`src/rtl/con_pkg.sv`:
```
package con_pkg;
  localparam int STAT_DONE_BIT = 7;
  localparam int STAT_IE_BIT   = 6;
  localparam int CHAR_W        = 8;
  localparam int OUT_W         = 7;

  typedef enum logic [1:0] {
    SEL_RX_STAT = 2'd0,
    SEL_RX_DATA = 2'd1,
    SEL_TX_STAT = 2'd2,
    SEL_TX_DATA = 2'd3
  } reg_sel_e;

  typedef enum logic [1:0] {
    TX_IDLE = 2'd0,
    TX_WAIT = 2'd1,
    TX_OFFER = 2'd2
  } tx_state_e;
endpackage

```
`src/rtl/con_flag_ctl.sv`:
```
// DONE / IE / interrupt-request trio shared by both directions.
module con_flag_ctl #(
  parameter bit DONE_AT_RESET = 1'b0
) (
  input  logic clk,
  input  logic rst_n,
  input  logic csr_wr,
  input  logic ie_wdata,
  input  logic done_set,
  input  logic done_clr,
  output logic done_q,
  output logic ie_q,
  output logic irq_q
);
  logic ie_n, irq_n, done_n;

  always_comb begin
    ie_n  = csr_wr ? ie_wdata : ie_q;
    irq_n = irq_q;
    if (done_clr) irq_n = 1'b0;
    if (csr_wr) begin
      if (!ie_wdata)            irq_n = 1'b0;
      else if (!ie_q && done_q) irq_n = 1'b1;
    end
    if (done_set && ie_n) irq_n = 1'b1;
    done_n = done_set ? 1'b1 : (done_clr ? 1'b0 : done_q);
  end

  always_ff @(posedge clk or negedge rst_n) begin
    if (!rst_n) begin
      done_q <= DONE_AT_RESET;
      ie_q   <= 1'b0;
      irq_q  <= 1'b0;
    end else begin
      done_q <= done_n;
      ie_q   <= ie_n;
      irq_q  <= irq_n;
    end
  end
endmodule

```
`src/rtl/con_rx_chan.sv`:
```
module con_rx_chan
  import con_pkg::*;
(
  input  logic              clk,
  input  logic              rst_n,
  input  logic              src_valid,
  input  logic [CHAR_W-1:0] src_data,
  output logic              src_ready,
  output logic              accept,
  output logic [CHAR_W-1:0] hold_q
);
  assign accept = src_valid && src_ready;

  always_ff @(posedge clk or negedge rst_n) begin
    if (!rst_n) begin
      src_ready <= 1'b0;
      hold_q    <= '0;
    end else begin
      src_ready <= 1'b1;
      if (accept) hold_q <= src_data;
    end
  end
endmodule

```
`src/rtl/con_tx_chan.sv`:
```
module con_tx_chan
  import con_pkg::*;
#(
  parameter int DLY_W = 8
) (
  input  logic             clk,
  input  logic             rst_n,
  input  logic             load,
  input  logic [OUT_W-1:0] load_char,
  input  logic [DLY_W-1:0] load_delay,
  input  logic             snk_ready,
  output logic             snk_valid,
  output logic [OUT_W-1:0] snk_data,
  output logic             sent
);
  tx_state_e        state_q;
  logic [DLY_W-1:0] cnt_q;
  logic [OUT_W-1:0] char_q;   // bit 7 is never emitted nor read back

  assign snk_valid = (state_q == TX_OFFER);
  assign snk_data  = char_q;
  assign sent      = snk_valid && snk_ready && !load;

  always_ff @(posedge clk or negedge rst_n) begin
    if (!rst_n) begin
      state_q <= TX_IDLE;
      cnt_q   <= '0;
      char_q  <= '0;
    end else if (load) begin
      state_q <= TX_WAIT;
      cnt_q   <= load_delay;
      char_q  <= load_char;
    end else begin
      case (state_q)
        TX_WAIT:  if (cnt_q == '0) state_q <= TX_OFFER;
                  else cnt_q <= cnt_q - 1'b1;
        TX_OFFER: if (snk_ready) state_q <= TX_IDLE;
        default:  state_q <= TX_IDLE;
      endcase
    end
  end
endmodule

```
`src/rtl/console_term.sv`:
```
module console_term
  import con_pkg::*;
#(
  parameter int DLY_W = 8
) (
  input  logic             clk,
  input  logic             rst_n,
  input  logic [1:0]       reg_sel,
  input  logic             reg_rd,
  input  logic             reg_wr,
  input  logic [7:0]       reg_wdata,
  output logic [7:0]       reg_rdata,
  input  logic [DLY_W-1:0] send_delay,
  input  logic             rx_valid,
  input  logic [7:0]       rx_data,
  output logic             rx_ready,
  output logic             tx_valid,
  output logic [6:0]       tx_data,
  input  logic             tx_ready,
  output logic             irq_rx,
  output logic             irq_tx
);
  reg_sel_e    sel;
  logic        wr_rx_stat, rd_rx_data, wr_tx_stat, wr_tx_data;
  logic        rx_accept, tx_sent;
  logic        rx_done, rx_ie, tx_done, tx_ie;
  logic [7:0]  rx_hold;

  assign sel        = reg_sel_e'(reg_sel);
  assign wr_rx_stat = reg_wr && (sel == SEL_RX_STAT);
  assign rd_rx_data = reg_rd && (sel == SEL_RX_DATA);
  assign wr_tx_stat = reg_wr && (sel == SEL_TX_STAT);
  assign wr_tx_data = reg_wr && (sel == SEL_TX_DATA);

  con_rx_chan u_rx (
    .clk(clk), .rst_n(rst_n),
    .src_valid(rx_valid), .src_data(rx_data), .src_ready(rx_ready),
    .accept(rx_accept), .hold_q(rx_hold)
  );

  con_tx_chan #(.DLY_W(DLY_W)) u_tx (
    .clk(clk), .rst_n(rst_n),
    .load(wr_tx_data), .load_char(reg_wdata[OUT_W-1:0]), .load_delay(send_delay),
    .snk_ready(tx_ready), .snk_valid(tx_valid), .snk_data(tx_data),
    .sent(tx_sent)
  );

  con_flag_ctl #(.DONE_AT_RESET(1'b0)) u_rx_flags (
    .clk(clk), .rst_n(rst_n),
    .csr_wr(wr_rx_stat), .ie_wdata(reg_wdata[STAT_IE_BIT]),
    .done_set(rx_accept), .done_clr(rd_rx_data),
    .done_q(rx_done), .ie_q(rx_ie), .irq_q(irq_rx)
  );

  con_flag_ctl #(.DONE_AT_RESET(1'b1)) u_tx_flags (
    .clk(clk), .rst_n(rst_n),
    .csr_wr(wr_tx_stat), .ie_wdata(reg_wdata[STAT_IE_BIT]),
    .done_set(tx_sent), .done_clr(wr_tx_data),
    .done_q(tx_done), .ie_q(tx_ie), .irq_q(irq_tx)
  );

  always_comb begin
    reg_rdata = '0;
    case (sel)
      SEL_RX_STAT: begin
        reg_rdata[STAT_DONE_BIT] = rx_done;
        reg_rdata[STAT_IE_BIT]   = rx_ie;
      end
      SEL_RX_DATA: reg_rdata = rx_hold;
      SEL_TX_STAT: begin
        reg_rdata[STAT_DONE_BIT] = tx_done;
        reg_rdata[STAT_IE_BIT]   = tx_ie;
      end
      default:     reg_rdata = '0;
    endcase
  end
endmodule

```
`config.mk`:
```
export PLATFORM = sky130hd
export DESIGN_NAME = console_term
export DESIGN_NICKNAME = d
export VERILOG_FILES = /design/src/rtl/con_pkg.sv /design/src/rtl/con_flag_ctl.sv /design/src/rtl/con_rx_chan.sv /design/src/rtl/con_tx_chan.sv /design/src/rtl/console_term.sv
export SDC_FILE = /design/constraint.sdc
export NUM_CORES = 1
export LEC_CHECK = 0
export BUFFER_PORTS_ARGS = -buffer_cell sky130_fd_sc_hd__clkbuf_2
export CAP_MARGIN = 20
export CORE_MARGIN = 2
export CORE_UTILIZATION = 26
export CTS_CLUSTER_DIAMETER = 30
export CTS_CLUSTER_SIZE = 20
export DETAILED_ROUTE_END_ITERATION = 7
export GPL_TIMING_DRIVEN = 0
export PLACE_DENSITY_LB_ADDON = 0.2
export SYNTH_ARGS = -nofsm -noshare
export SYNTH_HDL_FRONTEND = slang
export SYNTH_SLANG_ARGS = --single-unit
```
`constraint.sdc`:
```
create_clock -name clk -period 2.09 [get_ports clk]
set_input_delay 0.3135 -clock clk [delete_from_list [all_inputs] [get_ports clk]]
set_output_delay 0.3135 -clock clk [all_outputs]
set_load 0.05 [all_outputs]
```
After elaboration in Yosys (flattened, before gate mapping)
Cells that the tools add are included.
Word-level totals
  word-level logic and storage cells: 66
  register bits: 32
Cells by class
  equality and inequality tests: 8
  $add $sub $neg: 1
  reductions and logical operators: 21
  mux-type cells: 25
Operators with widths (number)
  8-bit two-way mux: 3
  1-bit two-way mux: 16
  1-bit logical AND: 11
  8-bit logical NOT: 1
  8-bit by 1-bit subtractor with 8-bit output, second input constant: 1
  2-bit equality test, second input constant: 3
  2-bit two-way mux: 3
  6-bit two-way mux: 1
  2-bit case mux with 3 select lines: 1
  2-bit nonzero test: 3
  2-bit by 1-bit equality test with 1-bit output, second input constant: 2
  2-bit case mux with 2 select lines: 1
  2-bit AND reduction: 2
  1-bit logical NOT: 3
  3-bit by 1-bit != test with 1-bit output, second input constant: 1
  3-bit by 2-bit != test with 1-bit output, second input constant: 1
  2-bit logical NOT: 1
  2-bit by 1-bit != test with 1-bit output, second input constant: 1

Longest topological paths before layout
  depth after elaboration: 7
  depth in mapped cells: 6
  gate-level depth less buffers: 6

By module
A second synthesis with hierarchy kept.
Second synthesis, totals
  cells, all modules: 139
  area, all modules: 1597.8 um^2
Modules (own cells, without submodules)
  con_tx_chan: area an instance 855.8 um^2, cells an instance 80, times used 1
  con_rx_chan: area an instance 364.1 um^2, cells an instance 20, times used 1
  con_flag_ctl (u_tx_flags): area an instance 127.6 um^2, cells an instance 11, times used 1
  con_flag_ctl (u_rx_flags): area an instance 126.4 um^2, cells an instance 11, times used 1
  console_term: area an instance 123.9 um^2, cells an instance 17, times used 1

Least setup slack after synthesis
OpenSTA, ideal clock, no wires.
  kind: input to output
  start point: in reg_sel[1]
  end point: out reg_rdata[6]
  required time: 1.776 ns
  stages: 3
  arrival: 1.757 ns
  setup slack: 0.019 ns
  path through: clkbuf_1 mux2i_1 o21ai_0
Between the ends
  longest elaborated chain between the ends: 2
  elaborated cells on any way between the ends: 4
  those cells by class: eq/ne (2); mux (1); reduce/logical (1)
RTL lines
  start, declared: RTL line console_term.sv:8  | input logic [1:0] reg_sel,
  2-bit equality test, or another cell as far along: RTL line console_term.sv:64  | case (sel)
  2-bit case mux with 3 select lines *: RTL line console_term.sv:64
  end, declared: RTL line console_term.sv:12  | output logic [7:0] reg_rdata,
Every way passes the cells marked *; elsewhere a longest branch is shown, timed or not.

Worst setup path in the final report
  start point: in reg_sel[0]
  end point: out reg_rdata[6]
The elaborated chain is that of the path after synthesis.

==> run metrics <==
status finished clean; DP Worst Slack 139 ps; sequential area share after synthesis 0.512; total CTS buffers 5; Cells after Synth 151; pwr dens 1110 nW/µm²; leakage power 0.949 nW; GPL Wtd Cong 0.741; clk_lat worst skew 270 ps; GRT Total Usage 0.107; Mapped Nets 185; Area growth syn-to-layout 27.9%; critical path fanouts, max 9; RSZ-0062 raised after global routing no; fill count 621; WP data required 1780 ps; largest net degree at the start of global routing 33; die area 6660 µm²; YS warnings 0; Final TNS setup 0 ps; Final nets 239; CTS Sinks 32; critical path class in -> out; WL/cell 11.6 µm; Routed WL 3270 µm; Yosys cell types 37; Slew HR 0.433; n_diodes 0; startpoint type of the worst setup path input port; hold buffers post-CTS 0; Worst EP arrival 1580 ps; period utilization 0.904; slowest stage delay, CP 490 ps; row cnt 28; Final HPWL DP 2400 µm; Yosys top cell area share 0.495; 1st-iter DRT viols 46; Die H 81.6 µm; Root Driver clkbuf_8; Port Buffers 47; Area contributors post-synth dfrtp_1 (50%), nand2_1 (8.4%), mux2_2 (6.5%); final slew viol count 0; IO Pins 51; CP startpoint reg_sel[0]; # Max-Cap Violations 0; post-synth top area cell dfrtp_1; CP Capture Type output port; worst hold margin 138 ps; Final setup viols 0; first-pass GRT wire length 5480 µm; Avg Cell Area, Syn 10.4 µm²; DRC violations left 0; ANT nets after route 0; via count 1227; Hold Vio Cnt, Final 0; gr ovfl total 0; synthesized area 1570 µm²; Longest Clk Path Bufs 2; worst slew pin tran 851 ps; Max VDD drop 0.347 mV; setup bufs post-CTS 0; core area 5890 µm²; DR pass1 iterations 4; slowest CP cell nor2b_1; clock-pin transition on the worst setup and hold timing paths 70 ps; Max Fclk 529 MHz; vias in the first global route 1192; total power 0.00222 W; Worst Skew 6.15 ps; via/cell ratio 4.37; Post-CTS Resized 0; share of cells above drive strength 1 0.359; Final min period 1890 ps; #FFs+latches synth 32; CTS tree yes; antenna violations before repair 0; reg2reg start u_tx.cnt_q[0]$_DFFE_PN0P_; Starting Density 0.266; DIE WIDTH 81.6 µm; Hold Path Class in -> async; CP cell instances clkbuf_1, nor2b_1, nand2_1, o21ai_0, clkbuf_2; setup ws final 200 ps; H-Tree Depth 2
-- power by group --
| group | internal, W | total [W] | switching [W] |
|---|---|---|---|
| Combinational | 0.000296 | 0.000712 | 0.000415 |
| Clock | 0.000354 | 0.000580 | 0.000226 |
| Sequential | 0.000769 | 0.000925 | 0.000156 |
-- flip-flops by register name, summed over array words and instances (netlist names) --
name               flops
u_rx.hold_q            8
u_tx_flags.ie_q        1
u_tx.state_q           2
u_tx_flags.irq_q       1
u_tx.snk_data          7
u_rx.src_ready         1
u_rx_flags.irq_q       1
u_tx_flags.done_q      1
u_tx.cnt_q             8
u_rx_flags.done_q      1
u_rx_flags.ie_q        1
-- cell type report --
| cell class | count | area [µm²] | share of cell area |
|---|---|---|---|
| clock buffers | 6 | 72.6 | 0.0362 |
| clock inverters | 2 | 35.0 | 0.0175 |
| plain buffers | 5 | 21.3 | 0.0106 |
| repair buffers | 47 | 235 | 0.117 |
| flip-flops and latches | 32 | 802 | 0.400 |
| multi-input cells | 110 | 728 | 0.364 |
| inverters | 4 | 15.0 | 0.00750 |
| well taps | 75 | 93.8 | 0.0468 |
-- through the flow --
stage           util  area (µm²)  cells
2_1_floorplan      -        1570    151
3_3_place_gp   0.322        1900    273
3_5_place_dp   0.322        1900    273
4_1_cts        0.340        2000    281
5_1_grt        0.340        2000    281
6_report       0.340        2000    281
-- cells in the mapped netlist --
master and instances:
inv_1 4, o21a_1 1, nand3_1 1, nand2_1 35, a211oi_1 1, nor3b_4 1
and3_1 1, o21bai_1 1, nor4_2 1, nor2_1 4, clkbuf_1 3, mux2i_1 3
a211oi_2 1, xnor2_1 5, nor3b_1 2, nand2b_1 2, buf_2 2, a2111oi_1 1
nor4_4 1, mux2_2 9, o21ai_1 6, nor4b_4 1, or4b_4 1, or2_2 1
conb_1 1, o31ai_1 1, o21ai_2 1, a21o_1 1, a22oi_1 1, dfstp_2 1
and2_1 6, a21oi_1 6, ha_1 2, o21ai_0 7, nor2b_1 3, dfrtp_1 31
nand3b_1 2
-- path summary, 6_finish.rpt --
check / to / slack, ps / cells past startpoint
worst max register to register: u_tx.state_q[0]$_DFFE_PN0P_ / 390 / 5
worst min register to register: u_tx.snk_data[0]$_DFFE_PN0P_ / 480 / 2
min in group clk: u_tx.snk_data[2]$_DFFE_PN0P_ / 230 / 3
worst max-delay path: reg_rdata[6] / 200 / 5
max in group asynchronous: u_tx.cnt_q[2]$_DFFE_PN0P_ / 1420 / 1
worst min-delay path: u_tx.cnt_q[7]$_DFFE_PN0P_ / 140 / 1
-- worst max-delay path, delay by kind of cell --
| family | cells | cell delay (ps) |
|---|---|---|
| compound gates | 1 | 100 |
| buf+inv | 2 | 560 |
| simple gates | 2 | 610 |
-- kinds of logic (layout without fill, tap and decap cells) --
logic type | count (synthesis) | in the layout | synth area share
compound gates | 28 | 28 | 0.109
xor+xnor | 5 | 5 | 0.0280
fa+ha+maj | 2 | 2 | 0.0160
buf+inv | 9 | 64 | 0.0232
flops | 32 | 32 | 0.512
mux | 12 | 12 | 0.0839
other cells | 1 | 1 | 0.00239
simple gates | 62 | 62 | 0.225
-- layout by cell type (no fill, tap or decap), drive strengths merged, types with 2 or more instances in the layout --
cell and count:
a211oi 2, dfrtp 31, and2 6, nor4 2, mux2i 3, xnor2 5, clkbuf 56, ha 2
nor3b 3, inv 4, nand3b 2, nor2b 3, nand2 35, nand2b 2, o21ai 14, mux2 9
a21oi 6, nor2 4, buf 2
-- per-layer routing --
metal	track usage	vias up	share of wire
met5	0	-	0
met4	0.0300	0	0
met3	0.0418	0	0.076
met2	0.169	33	0.46
met1	0.136	579	0.46
li1	-	615	-
Note: power is estimated with default switching activity, not from simulation.
